**src/rtl/gpio_bank_pkg.sv**
```systemverilog
// Shared constants, register kinds and address helpers for the GPIO bank.
// Assumes byte addressing and 32-bit words in every register set.
package gpio_bank_pkg;

    localparam int WORD_W     = 32;
    localparam int FIRST_BASE = 'h10;
    localparam int SET_STRIDE = 'h28;
    localparam int SET_SPAN   = 'h14;

    // Register kinds, numbered by their word offset inside a set
    typedef enum logic [2:0] {
        RK_DIR = 3'd0,
        RK_OUT = 3'd1,
        RK_SET = 3'd2,
        RK_CLR = 3'd3,
        RK_IN  = 3'd4
    } reg_kind_e;

    // Byte base address of register set k
    function automatic int set_base(input int k);
        return FIRST_BASE + SET_STRIDE * k;
    endfunction

    // Number of implemented pins in set k for a bank of num_pins pins
    function automatic int set_width(input int k, input int num_pins);
        int left;
        left = num_pins - WORD_W * k;
        return (left > WORD_W) ? WORD_W : left;
    endfunction

endpackage

```
**src/rtl/gpio_addr_decode.sv**
```systemverilog
// Address decoder for the GPIO bank.
// Turns a byte address into a one-hot set select and a register kind.
// Assumes word-aligned accesses; misaligned or unmapped addresses give no hit.
module gpio_addr_decode
    import gpio_bank_pkg::*;
#(
    parameter int ADDR_W   = 8,
    parameter int NUM_SETS = 5
) (
    input  logic [ADDR_W-1:0]   addr,
    output logic [NUM_SETS-1:0] set_sel,
    output reg_kind_e           kind
);

    // Compare the address against each set window and pick the matching kind
    always_comb begin
        set_sel = '0;
        kind    = RK_DIR;
        for (int k = 0; k < NUM_SETS; k++) begin
            logic [ADDR_W-1:0] rel;
            rel = addr - ADDR_W'(set_base(k));
            if ((addr >= ADDR_W'(set_base(k))) &&
                (rel < ADDR_W'(SET_SPAN)) &&
                (rel[1:0] == 2'b00)) begin
                set_sel[k] = 1'b1;
                kind       = reg_kind_e'(rel[4:2]);
            end
        end
    end

endmodule

```
**src/rtl/gpio_in_sync.sv**
```systemverilog
// Multi-flop synchronizer for pad inputs.
// Assumes pad levels are asynchronous to clk; the output lags by STAGES edges.
module gpio_in_sync #(
    parameter int WIDTH  = 32,
    parameter int STAGES = 2
) (
    input  logic             clk,
    input  logic             rst_n,
    input  logic [WIDTH-1:0] d_async,
    output logic [WIDTH-1:0] q_sync
);

    logic [WIDTH-1:0] chain [STAGES];

    // Shift pad levels through the flop chain, clearing it on reset
    always_ff @(posedge clk) begin
        if (!rst_n) begin
            for (int s = 0; s < STAGES; s++) chain[s] <= '0;
        end else begin
            chain[0] <= d_async;
            for (int s = 1; s < STAGES; s++) chain[s] <= chain[s-1];
        end
    end

    assign q_sync = chain[STAGES-1];

endmodule

```
**src/rtl/gpio_reg_set.sv**
```systemverilog
// One register set of the GPIO bank: direction, output latch and input data
// for up to 32 pins. The latch changes only through set and clear strobes.
// Assumes at most one strobe is active per cycle (one bus write per cycle).
module gpio_reg_set #(
    parameter int WIDTH       = 32,
    parameter int SYNC_STAGES = 2
) (
    input  logic             clk,
    input  logic             rst_n,
    input  logic             wr_dir,
    input  logic             wr_set,
    input  logic             wr_clr,
    input  logic [WIDTH-1:0] wdata,
    input  logic [WIDTH-1:0] pad_in,
    output logic [WIDTH-1:0] dir_q,
    output logic [WIDTH-1:0] latch_q,
    output logic [WIDTH-1:0] in_q
);

    // Direction register: plain read/write, reset to all inputs
    always_ff @(posedge clk) begin
        if (!rst_n)      dir_q <= '1;
        else if (wr_dir) dir_q <= wdata;
    end

    // Output latch: write-one-to-set and write-one-to-clear only
    always_ff @(posedge clk) begin
        if (!rst_n)      latch_q <= '0;
        else if (wr_set) latch_q <= latch_q | wdata;
        else if (wr_clr) latch_q <= latch_q & ~wdata;
    end

    gpio_in_sync #(
        .WIDTH  (WIDTH),
        .STAGES (SYNC_STAGES)
    ) u_sync (
        .clk     (clk),
        .rst_n   (rst_n),
        .d_async (pad_in),
        .q_sync  (in_q)
    );

endmodule

```
**src/rtl/gpio_bank_top.sv**
```systemverilog
// GPIO bank top: address decode, one register set per 32 pins, read mux and
// pad wiring. Assumes NUM_PINS fits in the address window given by ADDR_W.
module gpio_bank_top
    import gpio_bank_pkg::*;
#(
    parameter int NUM_PINS    = 144,
    parameter int ADDR_W      = 8,
    parameter int SYNC_STAGES = 2
) (
    input  logic                clk,
    input  logic                rst_n,
    input  logic [ADDR_W-1:0]   bus_addr,
    input  logic                bus_wr_en,
    input  logic [WORD_W-1:0]   bus_wdata,
    output logic [WORD_W-1:0]   bus_rdata,
    input  logic [NUM_PINS-1:0] pad_in,
    output logic [NUM_PINS-1:0] pad_oe,
    output logic [NUM_PINS-1:0] pad_out
);

    localparam int NUM_SETS = (NUM_PINS + WORD_W - 1) / WORD_W;

    logic [NUM_SETS-1:0] set_sel;
    reg_kind_e           kind;
    logic [WORD_W-1:0]   rd_word [NUM_SETS];

    gpio_addr_decode #(
        .ADDR_W   (ADDR_W),
        .NUM_SETS (NUM_SETS)
    ) u_dec (
        .addr    (bus_addr),
        .set_sel (set_sel),
        .kind    (kind)
    );

    for (genvar k = 0; k < NUM_SETS; k++) begin : g_set
        localparam int W  = set_width(k, NUM_PINS);
        localparam int LO = WORD_W * k;

        logic [W-1:0] dir_q, latch_q, in_q;
        logic         wr_dir, wr_set, wr_clr;

        // Qualify the bus write with this set's select and the register kind
        always_comb begin
            wr_dir = bus_wr_en && set_sel[k] && (kind == RK_DIR);
            wr_set = bus_wr_en && set_sel[k] && (kind == RK_SET);
            wr_clr = bus_wr_en && set_sel[k] && (kind == RK_CLR);
        end

        gpio_reg_set #(
            .WIDTH       (W),
            .SYNC_STAGES (SYNC_STAGES)
        ) u_set (
            .clk     (clk),
            .rst_n   (rst_n),
            .wr_dir  (wr_dir),
            .wr_set  (wr_set),
            .wr_clr  (wr_clr),
            .wdata   (bus_wdata[W-1:0]),
            .pad_in  (pad_in[LO +: W]),
            .dir_q   (dir_q),
            .latch_q (latch_q),
            .in_q    (in_q)
        );

        // Drive the pads: enable where direction says output, value from latch
        assign pad_oe[LO +: W]  = ~dir_q;
        assign pad_out[LO +: W] = latch_q;

        // Form this set's read word, zero-extended above its pin count
        always_comb begin
            rd_word[k] = '0;
            unique case (kind)
                RK_DIR:                 rd_word[k][W-1:0] = dir_q;
                RK_OUT, RK_SET, RK_CLR: rd_word[k][W-1:0] = latch_q;
                RK_IN:                  rd_word[k][W-1:0] = in_q;
                default:                rd_word[k]        = '0;
            endcase
        end
    end

    // Read mux: OR the words of the selected set (select is one-hot or empty)
    always_comb begin
        bus_rdata = '0;
        for (int k = 0; k < NUM_SETS; k++) begin
            if (set_sel[k]) bus_rdata = bus_rdata | rd_word[k];
        end
    end

endmodule

```
**config.mk**
```make
export PLATFORM = sky130hd
export DESIGN_NAME = gpio_bank_top
export DESIGN_NICKNAME = d
export VERILOG_FILES = /design/src/rtl/gpio_bank_pkg.sv /design/src/rtl/gpio_addr_decode.sv /design/src/rtl/gpio_in_sync.sv /design/src/rtl/gpio_reg_set.sv /design/src/rtl/gpio_bank_top.sv
export SDC_FILE = /design/constraint.sdc
export NUM_CORES = 1
export LEC_CHECK = 0
export BUFFER_PORTS_ARGS = -buffer_cell sky130_fd_sc_hd__buf_2
export CORE_MARGIN = 5
export CORE_UTILIZATION = 30
export DETAILED_ROUTE_END_ITERATION = 6
export MAX_ROUTING_LAYER = met4
export SYNTH_ARGS = -nofsm -noshare
export SYNTH_HDL_FRONTEND = slang
export SYNTH_SLANG_ARGS = --single-unit
```
**constraint.sdc**
```tcl
create_clock -name clk -period 12.4 [get_ports clk]
set_input_delay 2.48 -clock clk [delete_from_list [all_inputs] [get_ports clk]]
set_output_delay 2.48 -clock clk [all_outputs]
set_load 0.01 [all_outputs]
```
==> results of run 1 <==
synthesized netlist by cell type (9+ instances only):
cell | instances | share of area
inv_1 | 154 | 0.026
buf_4 | 12 | 0.0040
buf_2 | 62 | 0.014
o21ai_1 | 9 | 0.0020
nor2_1 | 30 | 0.0050
a32oi_1 | 14 | 0.0054
nand2_1 | 241 | 0.040
nand4_1 | 9 | 0.0025
and2_1 | 288 | 0.080
clkbuf_1 | 139 | 0.023
a22oi_1 | 27 | 0.0090
and3_1 | 10 | 0.0028
or4_1 | 20 | 0.0067
buf_6 | 14 | 0.0070
o221ai_1 | 19 | 0.0074
mux2i_1 | 71 | 0.032
o211ai_1 | 147 | 0.049
o22ai_1 | 15 | 0.0042
ha_1 | 10 | 0.0056
a222oi_1 | 27 | 0.012
a211o_1 | 9 | 0.0035
a31o_1 | 28 | 0.011
o21ai_0 | 10 | 0.0022
a21oi_1 | 184 | 0.041
dfxtp_1 | 576 | 0.51
a311oi_1 | 113 | 0.044
a22o_1 | 18 | 0.0070
how the worst max path moves through the flow:
stage	end	cells past startpoint	slack (ps)
3_5_place_dp	bus_rdata[2]	12	2600
2_1_floorplan	bus_rdata[23]	11	4340
6_report	bus_rdata[2]	12	2540
5_1_grt	bus_rdata[1]	12	2230
3_3_place_gp	bus_rdata[2]	12	2610
4_1_cts	bus_rdata[1]	12	2570
critical path: cells and delay by family:
kind,cells,cell delay (ps)
AO/OA/AOI/OAI,3,1100
adder cells (fa/ha/maj),1,280
buffers and inverters,4,1260
multiplexers,1,250
AND/OR/NAND/NOR,3,1950
per-layer routing:
metal / part of all wire / up-vias
met5: 0 / -
met4: 0.034 / 0
met3: 0.091 / 135
met2: 0.41 / 886
met1: 0.47 / 9433
li1: - / 9153
power by group:
part           total, mW  switching, mW  internal [mW]  leakage (nW)
sequential          1.92         0.0161           1.90          4.71
combinational      0.249          0.164         0.0849          6.88
clock               2.08          0.808           1.27          1.16
total               4.25          0.988           3.26          12.7
final cells by class:
| type | instances | area [µm²] |
|---|---|---|
| Timing Repair Buffer | 536 | 2780 |
| Clock buffer | 89 | 1950 |
| Clock inverter | 27 | 375 |
| Antenna cell | 16 | 40.0 |
| Fill cell | 7538 | 46600 |
| Multi-Input combinational cell | 1403 | 9380 |
| Tap cell | 969 | 1210 |
| Sequential cell | 576 | 11500 |
| Inverter | 154 | 579 |
logic make-up after synthesis:
| logic type | count (synthesis) | share of synthesized area |
|---|---|---|
| AND/OR/NAND/NOR | 644 | 0.152 |
| adder cells (fa/ha/maj) | 10 | 0.00556 |
| multiplexers | 76 | 0.0341 |
| XOR/XNOR | 6 | 0.00233 |
| buffers and inverters | 384 | 0.0741 |
| flip-flops | 576 | 0.512 |
| AO/OA/AOI/OAI | 667 | 0.220 |
==> out/metrics.cfg, run 1 <==
[synth]
avgSynthCellArea_um2=9.53
synth_nets=2560
synth_cell_types=80
syn-instance-count=2363
synth_seq_cells=576
synth_edf_count=0
syn_area_mm2=0.0225
async_reset_ff_frac=0
yosysWarnings=0
synth_seq_area_share=0.512
synth_ff_type=dfxtp_1

[setup_path]
cp.required_ps=9920
ff2ff_setup_slack_ps=11530
cpPeakStageDelay_ps=820
cp_max_fo=49
crit_slowest_cell=and3_1
rr_worst_depth=2
setup.worst_path.class=in2out
cp-startpoint=bus_addr[4]
worst-endpoint-arrival_ps=7380
path_common_cell=buf_2
crit_path_end_kind=output pin
start_kind=primary input
crit_chain=buf_2, inv_1, ha_1, o31ai_1, and3_1, o311ai_2, nand3_4, buf_4, mux2i_1, o221ai_1, or4_1, buf_2

[flow_run]
cap_viol_max_count=0

[global_routing]
gr-max-usage-layer=met1
grt_pass1_vias=18200
met1_usage=0.317
gr-usage-met2=0.303
antenna_found_initial=19
grt_max_degree=204
grt_use_met3=0.0606
grt_pass1_wl_um=132000
gr-total-overflow=0
grt_usage=0.224

[timing]
whs_ps=428
tns_ps=0
drv_slew=1
max_freq_ghz=0.101
period_minus_slack_ps=9860
timing.final.crit_share=0.796
setup_viol=0
rsz0062_at_grt=no
setup_ws_ps=2540
fin_skew_ps=15.3
hold_violations=0
relSlewSlack=-0.0276
tightest_slew_ps=1540

[die]
initial_utilization=0.302
die_x_um=284
die_area_mm2=0.0806
core_area_mm2=0.0744
rows=100
io_pins=507
fp.dieH_um=284

[pwr]
power_mw=4.25
p_leak_nw=12.7
p_per_area_mw_per_mm2=153
ir_worst_vdd_v=0.0000863

[clock_tree]
cts_hold_buf=0
cts_tree=built
cts_buffers=67
post_cts_buffers=0
insertion_delay_ps=600
htreeDepth=3
ctsRootBufferMaster=clkbuf_16
cts.path.max_buffers=3
cts_resized=0
clk_pin_slew_ps=60
cts.sink_count=576

[outcome]
status=finished with violations
violations=slew limit

[place]
place.gp.congestion=0.925
place_ws_ps=2600
dpl.cell_count=3638
port_buffers=506
dpl_cell_area_mm2=0.0255
hpwl_um=67400

[min_path]
min_to=g_set[2].u_set.u_sync.chain[0][63]
worstHoldStart=g_set[2].u_set.u_sync.chain[0][31]
hold_path.class=reg2reg
hold-path-cell-count=1

[detailed_routing]
drc=0
drt_iter0_drc=1969
via_count=19600
wl_per_cell_um=24.6
firstDrtPassIters=7
drt_wl_total_um=92700
drt.antenna.violating_nets=0
vias_per_cell=5.20

[layout]
syn2layout_area_growth_pct=23.7
final_util=0.374
final_common_cell=dfxtp_1
layout-drive-gt1-share=0.251
instances_no_fill=3770
stdcell_area_mm2=0.0279
final_cell_mix=dfxtp_1 (576), buf_2 (504), and2_1 (288)
nNetsFinal=2935

No activity file was read; power rests on OpenSTA's default activity.
==> run 2: changes to the inputs <==
Settings changed: ABC_AREA from default to 1.
Clock period 12.4 ns to 10.1 ns, I/O delays scaled along.
==> out/metrics.cfg, run 2 <==
[clock_tree]
cts.path.max_buffers=3
htreeDepth=3
cts_resized=0
ctsRootBufferMaster=clkbuf_16
clk_pin_slew_ps=60
insertion_delay_ps=600
cts.sink_count=576
cts_buffers=68
cts_tree=built
post_cts_buffers=0
cts_hold_buf=0

[timing]
relSlewSlack=0.228
fin_skew_ps=17.1
max_freq_ghz=0.122
setup_viol=0
tightest_slew_ps=1160
drv_slew=0
rsz0062_at_grt=no
period_minus_slack_ps=8220
timing.final.crit_share=0.814
hold_violations=0
tns_ps=0

[detailed_routing]
via_count=22700
drc=0
drt.antenna.violating_nets=0
drt_iter0_drc=1809
drt_wl_total_um=98400
firstDrtPassIters=5
vias_per_cell=4.67
wl_per_cell_um=20.3

[place]
port_buffers=506
hpwl_um=68900
dpl.cell_count=4733
place.gp.congestion=0.934

[synth]
yosysMostFrequentCell=nand2_1
synth.mux.area_fraction=0
syn_area_mm2=0.0238
synth_edf_count=0
syn-instance-count=3382
yosysWarnings=0
avgSynthCellArea_um2=7.02
synth_top_area_share=0.485
synth_compound_area_frac=0.108
synthAdderAreaFrac=0.00527
synth_seq_cells=576
synthTopCellsByCount=nand2_1 (1080), inv_1 (633), dfxtp_1 (576), nand3_1 (331), a21oi_1 (147)
yosysTopAreaCell=dfxtp_1
synth_top_family_by_area=simple AND/OR/NAND/NOR gates
synth_cell_types=24
synth_seq_area_share=0.485
synth_nets=3579
async_reset_ff_frac=0
synth_ff_type=dfxtp_1
synth_xor_area_frac=0
netlist_top_cells_area=dfxtp_1 (49%), nand2_1 (17%), inv_1 (10%)
synth-simple-area-share=0.256

[min_path]
worstHoldStart=g_set[3].u_set.u_sync.chain[0][1]
hold_path.class=reg2reg
min_to=g_set[3].u_set.u_sync.chain[0][33]
hold-path-cell-count=2

[global_routing]
gr-total-overflow=0
grt_max_degree=201
grt_usage=0.226
grt_pass1_wl_um=142000
grt_pass1_vias=21300
antenna_found_initial=5

[setup_path]
cp_top_family=simple AND/OR/NAND/NOR gates
path_common_cell=nand2_1
rr_worst_depth=2
worst-path-buf-inv=6
r2r-start=g_set[2].u_set.dir_q[17]
cp.required_ps=8080
cp_max_fo=82
ff2ff_setup_slack_ps=9310
cpPeakStageDelay_ps=590
crit_chain=buf_2, inv_1, ha_1, inv_1, nand2_1, nand2_1, nor2_1, nand2_2, nand2_1, nor2_1, nand2_1, nand2_8, nand2_8, nor2_4, buf_12, nand2_1, nand3_1, nand2_1, nand2_1, inv_1, nand2_1, buf_2
crit_slowest_cell=nor2_4
rr_endpoint=g_set[2].u_set.dir_q[17]
setup.worst_path.class=in2out
start_kind=primary input
crit_path_end_kind=output pin
worst-endpoint-arrival_ps=6200

[die]
initial_utilization=0.302
die_area_mm2=0.0849
io_pins=507
core_area_mm2=0.0787
fp.dieH_um=291
die_x_um=291
rows=103

[layout]
multi_input_area_mm2=0.00885
layout-drive-gt1-share=0.175
fill_cells=8402
syn2layout_area_growth_pct=22.7
instances_no_fill=4856
layout.area.seq_mm2=0.0115
final_common_cell=nand2_1
nNetsFinal=3950
final_cell_mix=nand2_1 (1080), inv_1 (633), dfxtp_1 (576)

[pwr]
p_per_area_mw_per_mm2=182
p_leak_nw=15.7
ir_worst_vdd_v=0.000132

[outcome]
status=finished clean

[flow_run]
cap_viol_max_count=0

-- run 2: changes by cell type in the layout (fill, tap and decap cells not counted), sizes merged, moves of 20 or more --
| cell | delta |
|---|---|
| a21oi | -36 |
| a222oi | -27 |
| a22oi | -27 |
| a311oi | -113 |
| a31o | -32 |
| and2 | -288 |
| inv | +490 |
| mux2i | -71 |
| nand2 | +844 |
| nand3 | +326 |
| o21ai | +128 |
| o221ai | -20 |
| or4 | -20 |
-- run 2: worst max path at each step --
| stage | start | to | slack (ps) | cells past startpoint |
|---|---|---|---|---|
| floorplan | bus_addr[6] | bus_rdata[17] | 4070 | 15 |
| global placement | bus_addr[3] | bus_rdata[2] | 1780 | 22 |
| detailed placement | bus_addr[3] | bus_rdata[2] | 1850 | 22 |
| CTS | bus_addr[3] | bus_rdata[2] | 1830 | 22 |
| global route | bus_addr[3] | bus_rdata[2] | 1600 | 22 |
| finish | bus_addr[3] | bus_rdata[12] | 1880 | 22 |
-- run 2: routing by layer --
metal | vias to the layer above | wire (µm) | GRT usage
met5 | - | 0 | -
met1 | 10500 | 43500 | 0.299
met2 | 876 | 42500 | 0.331
li1 | 11100 | - | -
met3 | 169 | 9100 | 0.0686
met4 | 0 | 3340 | 0.0725
-- run 2: area by class of cell --
class	count	share of cell area
multi-input cells	1933	0.304
inverters	644	0.0830
clock buffers	101	0.0689
repair buffers	530	0.0952
flip-flops and latches	576	0.396
well taps	1050	0.0451
diodes	2	0.000172
clock inverters	20	0.00829
-- run 2: per-stage QoR --
stage,utilization,hold WS (ps),setup slack [ps],cell area [µm²],power (mW)
floorplan,-,390,4070,23800,2.67
global placement,0.341,392,1780,26900,2.86
detailed placement,0.341,396,1850,26900,2.86
CTS,0.370,407,1830,29100,5.35
global route,0.370,429,1600,29100,5.49
finish,0.370,406,1880,29100,5.29
-- run 2: kinds of logic after synthesis --
group | after synthesis
AOI/OAI and AO/OA | 441
adders and majority gates | 10
and+or+nand+nor | 1482
buffers and inverters | 873
DFF | 576
-- run 2: worst register-to-register path: cells and delay by family, from the launching register on --
kind                   cells  cell delay [ps]
flip-flops                 1              310
AO/OA/AOI/OAI              1              130
buffers and inverters      1              180
-- run 2: power by group --
| part | total, mW | switching, mW | leakage [nW] | internal, mW |
|---|---|---|---|---|
| clock | 2.48 | 0.995 | 1.10 | 1.48 |
| combinational | 0.458 | 0.330 | 9.94 | 0.128 |
| sequential | 2.35 | 0.0207 | 4.71 | 2.33 |
